===== config.mk =====
export PLATFORM = sky130hd
export DESIGN_NAME = pwm_out_polarity
export DESIGN_NICKNAME = d
export VERILOG_FILES = /design/src/rtl/pol_pkg.sv /design/src/rtl/level_bank.sv /design/src/rtl/pin_drv.sv /design/src/rtl/pwm_out_polarity.sv
export SDC_FILE = /design/constraint.sdc
export NUM_CORES = 1
export LEC_CHECK = 0
export BUFFER_PORTS_ARGS = -buffer_cell sky130_fd_sc_hd__buf_4
export CAP_MARGIN = 25
export CORE_MARGIN = 2
export CORE_UTILIZATION = 42
export CTS_BUF_LIST = sky130_fd_sc_hd__clkbuf_8
export DETAILED_ROUTE_END_ITERATION = 12
export PLACE_DENSITY_LB_ADDON = 0.2
export SLEW_MARGIN = 20
export SYNTH_ARGS = -nofsm -noshare
export SYNTH_HDL_FRONTEND = slang
export SYNTH_SLANG_ARGS = --single-unit

===== constraint.sdc =====
create_clock -name clk -period 0.8 [get_ports clk]
set_input_delay 0 -clock clk [delete_from_list [all_inputs] [get_ports clk]]
set_output_delay 0 -clock clk [all_outputs]
set_load 0.02 [all_outputs]

===== src/rtl/pol_pkg.sv =====
package pol_pkg;
  localparam int unsigned DEF_CHANNELS = 3;
  localparam int unsigned DEF_BUS_W    = 16;
  localparam int unsigned DEF_AUX_POS  = 7;
endpackage


===== src/rtl/level_bank.sv =====
module level_bank #(
  parameter int unsigned W = 6
) (
  input  logic         clk,
  input  logic         rst,
  input  logic         wr_en,
  input  logic [W-1:0] wr_bits,
  input  logic         xfer,
  output logic [W-1:0] lvl
);
  logic [W-1:0] shadow_q;
  logic [W-1:0] work_q;

  always_ff @(posedge clk) begin
    if (rst) begin
      shadow_q <= '0;
      work_q   <= '0;
    end else begin
      if (xfer)  work_q   <= shadow_q;
      if (wr_en) shadow_q <= wr_bits;
    end
  end

  assign lvl = work_q;

  AST_HOLD_WITHOUT_XFER: assert property (@(posedge clk) disable iff (rst)
    !xfer |=> $stable(lvl));

  AST_COMMIT_OLD_SHADOW: assert property (@(posedge clk) disable iff (rst)
    (xfer && wr_en) |=> (lvl == $past(shadow_q)));
endmodule


===== src/rtl/pin_drv.sv =====
module pin_drv #(
  parameter int unsigned N = 7
) (
  input  logic         clk,
  input  logic         rst,
  input  logic [N-1:0] act,
  input  logic [N-1:0] lvl,
  output logic [N-1:0] pin
);
  for (genvar i = 0; i < N; i++) begin : g_pin
    logic pin_q;
    always_ff @(posedge clk) begin
      if (rst) pin_q <= 1'b0;
      else     pin_q <= act[i] ? ~lvl[i] : lvl[i];
    end
    assign pin[i] = pin_q;

    AST_PIN_POLARITY: assert property (@(posedge clk) disable iff (rst)
      1'b1 |=> (pin[i] == ($past(act[i]) ^ $past(lvl[i]))));
  end
endmodule


===== src/rtl/pwm_out_polarity.sv =====
module pwm_out_polarity
  import pol_pkg::*;
#(
  parameter int unsigned CHANNELS = DEF_CHANNELS,
  parameter int unsigned BUS_W    = DEF_BUS_W,
  parameter int unsigned AUX_POS  = DEF_AUX_POS
) (
  input  logic                clk,
  input  logic                rst,
  input  logic                bus_sel,
  input  logic                bus_wr,
  input  logic                bus_rd,
  input  logic [BUS_W-1:0]    bus_wdata,
  output logic [BUS_W-1:0]    bus_rdata,
  input  logic                main_xfer,
  input  logic                aux_xfer,
  input  logic [CHANNELS-1:0] cmp_act,
  input  logic [CHANNELS-1:0] cmpn_act,
  input  logic                aux_act,
  output logic [CHANNELS-1:0] cmp_out,
  output logic [CHANNELS-1:0] cmpn_out,
  output logic                aux_out
);
  localparam int unsigned FLD_W  = 2 * CHANNELS;
  localparam int unsigned PINS_N = FLD_W + 1;

  logic             wr_hit;
  logic             rd_hit;
  logic [FLD_W-1:0] fld_lvl;
  logic [0:0]       aux_lvl;
  logic [PINS_N-1:0] act_vec;
  logic [PINS_N-1:0] pin_vec;
  logic [BUS_W-1:0] rd_word;
  logic [BUS_W-1:0] rdata_q;

  assign wr_hit = bus_sel & bus_wr;
  assign rd_hit = bus_sel & bus_rd;

  level_bank #(.W(FLD_W)) i_main_bank (
    .clk(clk), .rst(rst), .wr_en(wr_hit),
    .wr_bits(bus_wdata[FLD_W-1:0]), .xfer(main_xfer), .lvl(fld_lvl)
  );

  level_bank #(.W(1)) i_aux_bank (
    .clk(clk), .rst(rst), .wr_en(wr_hit),
    .wr_bits(bus_wdata[AUX_POS +: 1]), .xfer(aux_xfer), .lvl(aux_lvl)
  );

  for (genvar k = 0; k < CHANNELS; k++) begin : g_map
    assign act_vec[2*k]   = cmp_act[k];
    assign act_vec[2*k+1] = cmpn_act[k];
    assign cmp_out[k]     = pin_vec[2*k];
    assign cmpn_out[k]    = pin_vec[2*k+1];
  end
  assign act_vec[FLD_W] = aux_act;
  assign aux_out        = pin_vec[FLD_W];

  pin_drv #(.N(PINS_N)) i_pins (
    .clk(clk), .rst(rst), .act(act_vec), .lvl({aux_lvl, fld_lvl}), .pin(pin_vec)
  );

  always_comb begin
    rd_word = '0;
    rd_word[FLD_W-1:0] = fld_lvl;
    rd_word[AUX_POS]   = aux_lvl[0];
  end

  always_ff @(posedge clk) begin
    if (rst)         rdata_q <= '0;
    else if (rd_hit) rdata_q <= rd_word;
    else             rdata_q <= '0;
  end
  assign bus_rdata = rdata_q;

  AST_RSV_ZERO: assert property (@(posedge clk) disable iff (rst)
    (bus_rdata[BUS_W-1:AUX_POS+1] == '0) && (bus_rdata[AUX_POS-1:FLD_W] == '0));

  AST_READ_WORKING: assert property (@(posedge clk) disable iff (rst)
    rd_hit |=> (bus_rdata[FLD_W-1:0] == $past(fld_lvl)));

  AST_AUX_HOLD: assert property (@(posedge clk) disable iff (rst)
    !aux_xfer |=> $stable(aux_lvl));

  AST_IDLE_READ_ZERO: assert property (@(posedge clk) disable iff (rst)
    !rd_hit |=> (bus_rdata == '0));
endmodule


==> results.txt, run 1 <==
Run status = complete, no violations
Pwr dens = 1791 mW/mm^2
Hold depth = 3
Count leader, synth = dfxtp_1
CP Data Required Time = 1010 ps
ANT nets after route = 0
Delay of the slowest cell on the worst path = 340 ps
Fin Clk Skew = 1.032 ps
Max Clk Rate = 1.357 GHz
YS warnings = 0
CTS tree = yes
Row count = 18
Chip Height = 55.26 microns
Largest cells by area after synthesis = dfxtp_1 (51%), buf_4 (10%), mux2i_1 (6.3%)
Initial DRC Count = 9
Detailed-route wire length per cell = 10.29 microns
Synth Area per Inst = 10.41 sq um
Vias per cell = 4.352
Mapped cell area = 0.001104 sq mm
Die W = 55.26 microns
Critical R2R Launch = i_aux_bank.shadow_q$_SDFFE_PP0P_
Number of diodes = 0
HP Class = primary input to register
Post-CTS sizing = 0
CTS Buf Count = 3
Worst r2r dst = i_aux_bank.shadow_q$_SDFFE_PP0P_
Tot Pwr = 2.680 mW
Minimum clock period = 736.8 ps
Nets = 180
CP Buf/Inv Count = 0
Synth unique cells = 15
Worst hold start = bus_sel
Seq/Total Area, Yosys = 0.5079
Initial Utilization = 0.4455
H-Tree Depth = 1
Sink Count = 28
Clock Latency Late Sink = 260 ps
DIE AREA = 0.003054 sq mm
Synth top area share = 0.5079
Setup repair after global routing missed its margin = false
Reg2reg setup slack = 60 ps
WP data arrival = 940 ps
Final Hold Viols = 0
DRC violations left = 0
Worst Setup End Kind = register
Crit path max fanout = 2
CP Launch Type = register
Post-synth EDFFs = 0
Setup TNS = 0 ps
Final WL = 1842 microns
Fin crit share = 0.9210
Static leakage = 0.6755 nW
VDD IR-drop max = 1.063 mV
Core area = 0.002477 sq mm
Detailed-route via count = 779
Pin count of the biggest net entering global routing = 22
GRT Util Overall = 0.1255
Syn Inst Count = 106
Max-slew violation count = 0
Global-route wire length before repair = 3056 microns
Largest area contributor in the netlist = dfxtp_1
Hold_buf cts = 15
Root Driver = clkbuf_8
Crit-path leading delay family = flip-flops
CP Class = register to register
Post-synthesis async set-or-reset flop share = 0
Routability cong. = 0.6508
Max-cap violations = 0
WHS Endpoint = i_main_bank.shadow_q[0]$_SDFFE_PP0P_
Final Setup Violations = 0
Vias in the first global route = 721
# IOs = 53
Clock buffer depth = 2
Synth top cells by count = dfxtp_1 (28), buf_4 (15), nor2_1 (14)
Total global routing overflow = 0
Slowest cell on crit path = dfxtp_1
Worst r2r path cells = 2
Clk pin slew, worst setup/hold paths = 90 ps
Layout area overhead = 35.60%
# port buffers = 34
Yosys reg bits = 28
First-pass DRT Iterations = 4
Cell Chain, Critical Path = a21bo_1, a21oi_2
Layout cells sized above 1 = 0.3221
Initial antenna violation count = 0
Post-CTS Repair Setup Buffers = 0
Predominant post-synthesis flop cell = dfxtp_1
per-stage QoR:
step                      cell area, sq um  utilization  setup slack [ps]  hold WS (ps)  std cells
after floorplan                       1134            -             118.3         69.07        114
after global placement                1291       0.5212             94.54         234.0        160
after detailed placement              1291       0.5212             71.13         238.3        160
after CTS                             1496       0.6040             51.02         39.27        179
after global routing                  1496       0.6040             9.441         57.92        179
final                                 1496       0.6040             63.16         40.53        179
worst reg2reg max path: cells and delay by family, from the launching register on:
family,cells,cell delay [ps]
flops,1,340
compound gates,2,340
cells in the final DEF (no fill, tap or decap):
master,n
a21bo_1,3
buf_4,36
and3b_2,1
nand3_1,7
mux2i_1,7
nor2_1,14
a21oi_2,3
a21bo_2,4
xnor2_1,7
clkbuf_8,4
a21oi_1,4
and2_1,7
dfxtp_1,28
dlygate4sd3_1,15
conb_1,9
registers in the layout, summed over array words and instances, names as in the netlist:
| signal | flops |
|---|---|
| bus_rdata | 7 |
| i_aux_bank.lvl | 1 |
| i_aux_bank.shadow_q | 1 |
| i_main_bank.lvl | 6 |
| i_main_bank.shadow_q | 6 |
| i_pins.g_pin.pin_q | 7 |
worst max-delay path by stage:
| stage | startpoint | to | slack [ps] | cells past startpoint |
|---|---|---|---|---|
| 2_1_floorplan | i_main_bank.shadow_q[0]$_SDFFE_PP0P_ | i_main_bank.shadow_q[0]$_SDFFE_PP0P_ | 120 | 2 |
| 3_3_place_gp | i_main_bank.shadow_q[4]$_SDFFE_PP0P_ | i_main_bank.shadow_q[4]$_SDFFE_PP0P_ | 90 | 2 |
| 3_5_place_dp | i_main_bank.shadow_q[1]$_SDFFE_PP0P_ | i_main_bank.shadow_q[1]$_SDFFE_PP0P_ | 70 | 2 |
| 4_1_cts | i_main_bank.shadow_q[1]$_SDFFE_PP0P_ | i_main_bank.shadow_q[1]$_SDFFE_PP0P_ | 50 | 2 |
| 5_1_grt | i_main_bank.shadow_q[4]$_SDFFE_PP0P_ | i_main_bank.shadow_q[4]$_SDFFE_PP0P_ | 9 | 2 |
| 6_report | i_aux_bank.shadow_q$_SDFFE_PP0P_ | i_aux_bank.shadow_q$_SDFFE_PP0P_ | 60 | 2 |
where the power goes:
part           switching, mW  leakage [nW]  internal, mW
logic                  0.179         0.418         0.206
registers             0.0200         0.229          1.44
clock network          0.396        0.0288         0.439
total                  0.594         0.676          2.09
final cells by class:
type	instances	area [sq um]
fill	218	980.9
timing repair buffer	51	420.4
sequential	28	560.5
multi-input combinational	66	422.9
clock buffer	4	55.05
tap	30	37.54
per-layer routing:
metal | vias to the layer above | global-route usage | part of all wire | routed length, microns
li1 | 404 | - | - | -
met1 | 346 | 0.1466 | 0.44 | 803
met2 | 27 | 0.2228 | 0.49 | 909
met3 | 2 | 0.02342 | 0.059 | 108
met4 | 0 | 0.05226 | 0.010 | 19
met5 | - | 0 | 0 | 0
logic make-up (layout without fill, tap and decap cells):
family          count (synthesis)  count (layout)  synth area share
compound gates                 14              14            0.1054
other cells                     1               9          0.003398
xor+xnor                        7               7           0.05556
buf+inv                        20              55            0.1361
simple gates                   29              29            0.1281
flops                          28              28            0.5079
mux                             7               7           0.06349
(Power assumes the default switching activity.)
==> inputs of run 2 (changes only) <==
CORE_ASPECT_RATIO = 0.9   (was unset)
SKIP_CTS_REPAIR_TIMING = 1   (was unset)
==> results.txt, run 2 (synthesized netlist as in run 1, its figures left out) <==
DP HPWL = 1270 microns
Cell Chain, Critical Path = a21bo_2, a21oi_1
Worst path depth = 2
Global-route wire length before repair = 2732 microns
Reg2reg setup slack = 60 ps
ANT nets after route = 0
Clk pin slew, worst setup/hold paths = 90 ps
Layout cells sized above 1 = 0.3333
Slowest cell on crit path = dfxtp_1
Row count = 17
Setup TNS = 0 ps
Met2 Routed Length = 870 microns
Routability cong. = 0.7113
Static leakage = 0.6676 nW
Max-slew violation count = 0
Fin Clk Skew = 2.169 ps
Number of diodes = 0
Final Setup Violations = 0
Initial Utilization = 0.4473
Hold WS = -1.835 ps
Vias in the first global route = 609
Clock Latency Late Sink = 260 ps
M1 WL = 833 microns
Delay of the slowest cell on the worst path = 340 ps
Worst Setup Slack post-DPL = 81.40 ps
Core area = 0.002467 sq mm
Total global routing overflow = 0
Vias per cell = 4.417
Max layer used = met4
# IOs = 53
H-Tree Depth = 1
Most common cell after layout, fill and taps aside = buf_4
Worst Setup End Kind = register
HP Class = primary input to register
DR WL met3 = 125 microns
Worst r2r dst = i_main_bank.shadow_q[0]$_SDFFE_PP0P_
DIE AREA = 0.003054 sq mm
CP Launch Type = register
Crit-path leading delay family = flip-flops
# port buffers = 34
VDD IR-drop max = 1.011 mV
CTS Buf Count = 3
Detailed-route via count = 773
Worst r2r path cells = 2
Max Clk Rate = 1.350 GHz
Minimum clock period = 740.5 ps
WP data arrival = 940 ps
Commonest non-fill, non-tap cells in the layout = buf_4 (36), dfxtp_1 (27), nor2_1 (14)
Fin crit share = 0.9257
Root Driver = clkbuf_8
Critical R2R Launch = i_main_bank.shadow_q[0]$_SDFFE_PP0P_
Max-cap violations = 0
Run status = complete, but fails checks
Final core utilization = 0.5979
Final Hold Viols = 1
CTS tree = yes
GRT Util Overall = 0.1186
CP Buf/Inv Count = 0
DRC violations left = 0
Layout area overhead = 33.67%
Initial DRC Count = 5
Final WL = 1838 microns
Hold depth = 3
Detailed-route wire length per cell = 10.50 microns
Initial antenna violation count = 0
Failing checks = negative hold slack
Final WS setup = 59.45 ps
CP Class = register to register
WHS Endpoint = i_aux_bank.shadow_q$_SDFFE_PP0P_
Clock buffer depth = 2
Chip Height = 52.63 microns
Pwr dens = 1814 mW/mm^2
Sink Count = 28
Pin count of the biggest net entering global routing = 22
Crit path max fanout = 2
Setup repair after global routing missed its margin = false
Nets = 178
Die W = 58.03 microns
CP Data Required Time = 1000 ps
Worst hold start = bus_wdata[7]
First-pass DRT Iterations = 2
-- run 2: area by class of cell --
type                    instances  area, sq um
flip-flops and latches         28        561.8
clock buffers                   4        55.05
multi-input cells              66        422.9
well taps                      28        35.03
fillers                       218        992.2
repair buffers                 49        400.4
-- run 2: worst max-delay path by stage --
stage | startpoint | end | slack (ps)
3_5_place_dp | i_main_bank.shadow_q[1]$_SDFFE_PP0P_ | i_main_bank.shadow_q[1]$_SDFFE_PP0P_ | 80
4_1_cts | bus_rdata[3]$_SDFF_PP0_ | bus_rdata[3] | 50
6_report | i_main_bank.shadow_q[0]$_SDFFE_PP0P_ | i_main_bank.shadow_q[0]$_SDFFE_PP0P_ | 60
5_1_grt | i_main_bank.shadow_q[1]$_SDFFE_PP0P_ | i_main_bank.shadow_q[1]$_SDFFE_PP0P_ | 10
3_3_place_gp | i_main_bank.shadow_q[1]$_SDFFE_PP0P_ | i_main_bank.shadow_q[1]$_SDFFE_PP0P_ | 90
2_1_floorplan | i_main_bank.shadow_q[0]$_SDFFE_PP0P_ | i_main_bank.shadow_q[0]$_SDFFE_PP0P_ | 120
-- run 2: report_power, final --
group          switching, mW  leakage (nW)  total [mW]  internal (mW)
clock                  0.401        0.0288       0.840          0.439
sequential            0.0194         0.229        1.46           1.44
combinational          0.176         0.410       0.375          0.199
-- run 2: tightest hold or removal path, cell delays in order --
cell	delay, ps
buf_4	110
nand3_1	70
a21oi_2	50
-- run 2: layer usage --
| layer | GRT usage | vias up |
|---|---|---|
| met5 | 0 | - |
| met4 | 0.04651 | 0 |
| li1 | - | 403 |
| met2 | 0.1894 | 27 |
| met3 | 0.03210 | 2 |
| met1 | 0.1517 | 341 |
-- run 2: stage by stage --
step / total power [mW] / instance area (sq um) / instances
floorplan: 1.745 / 1134 / 114
global placement: 1.815 / 1289 / 158
detailed placement: 1.820 / 1289 / 158
CTS: 2.647 / 1344 / 162
global route: 2.782 / 1475 / 175
finish: 2.677 / 1475 / 175
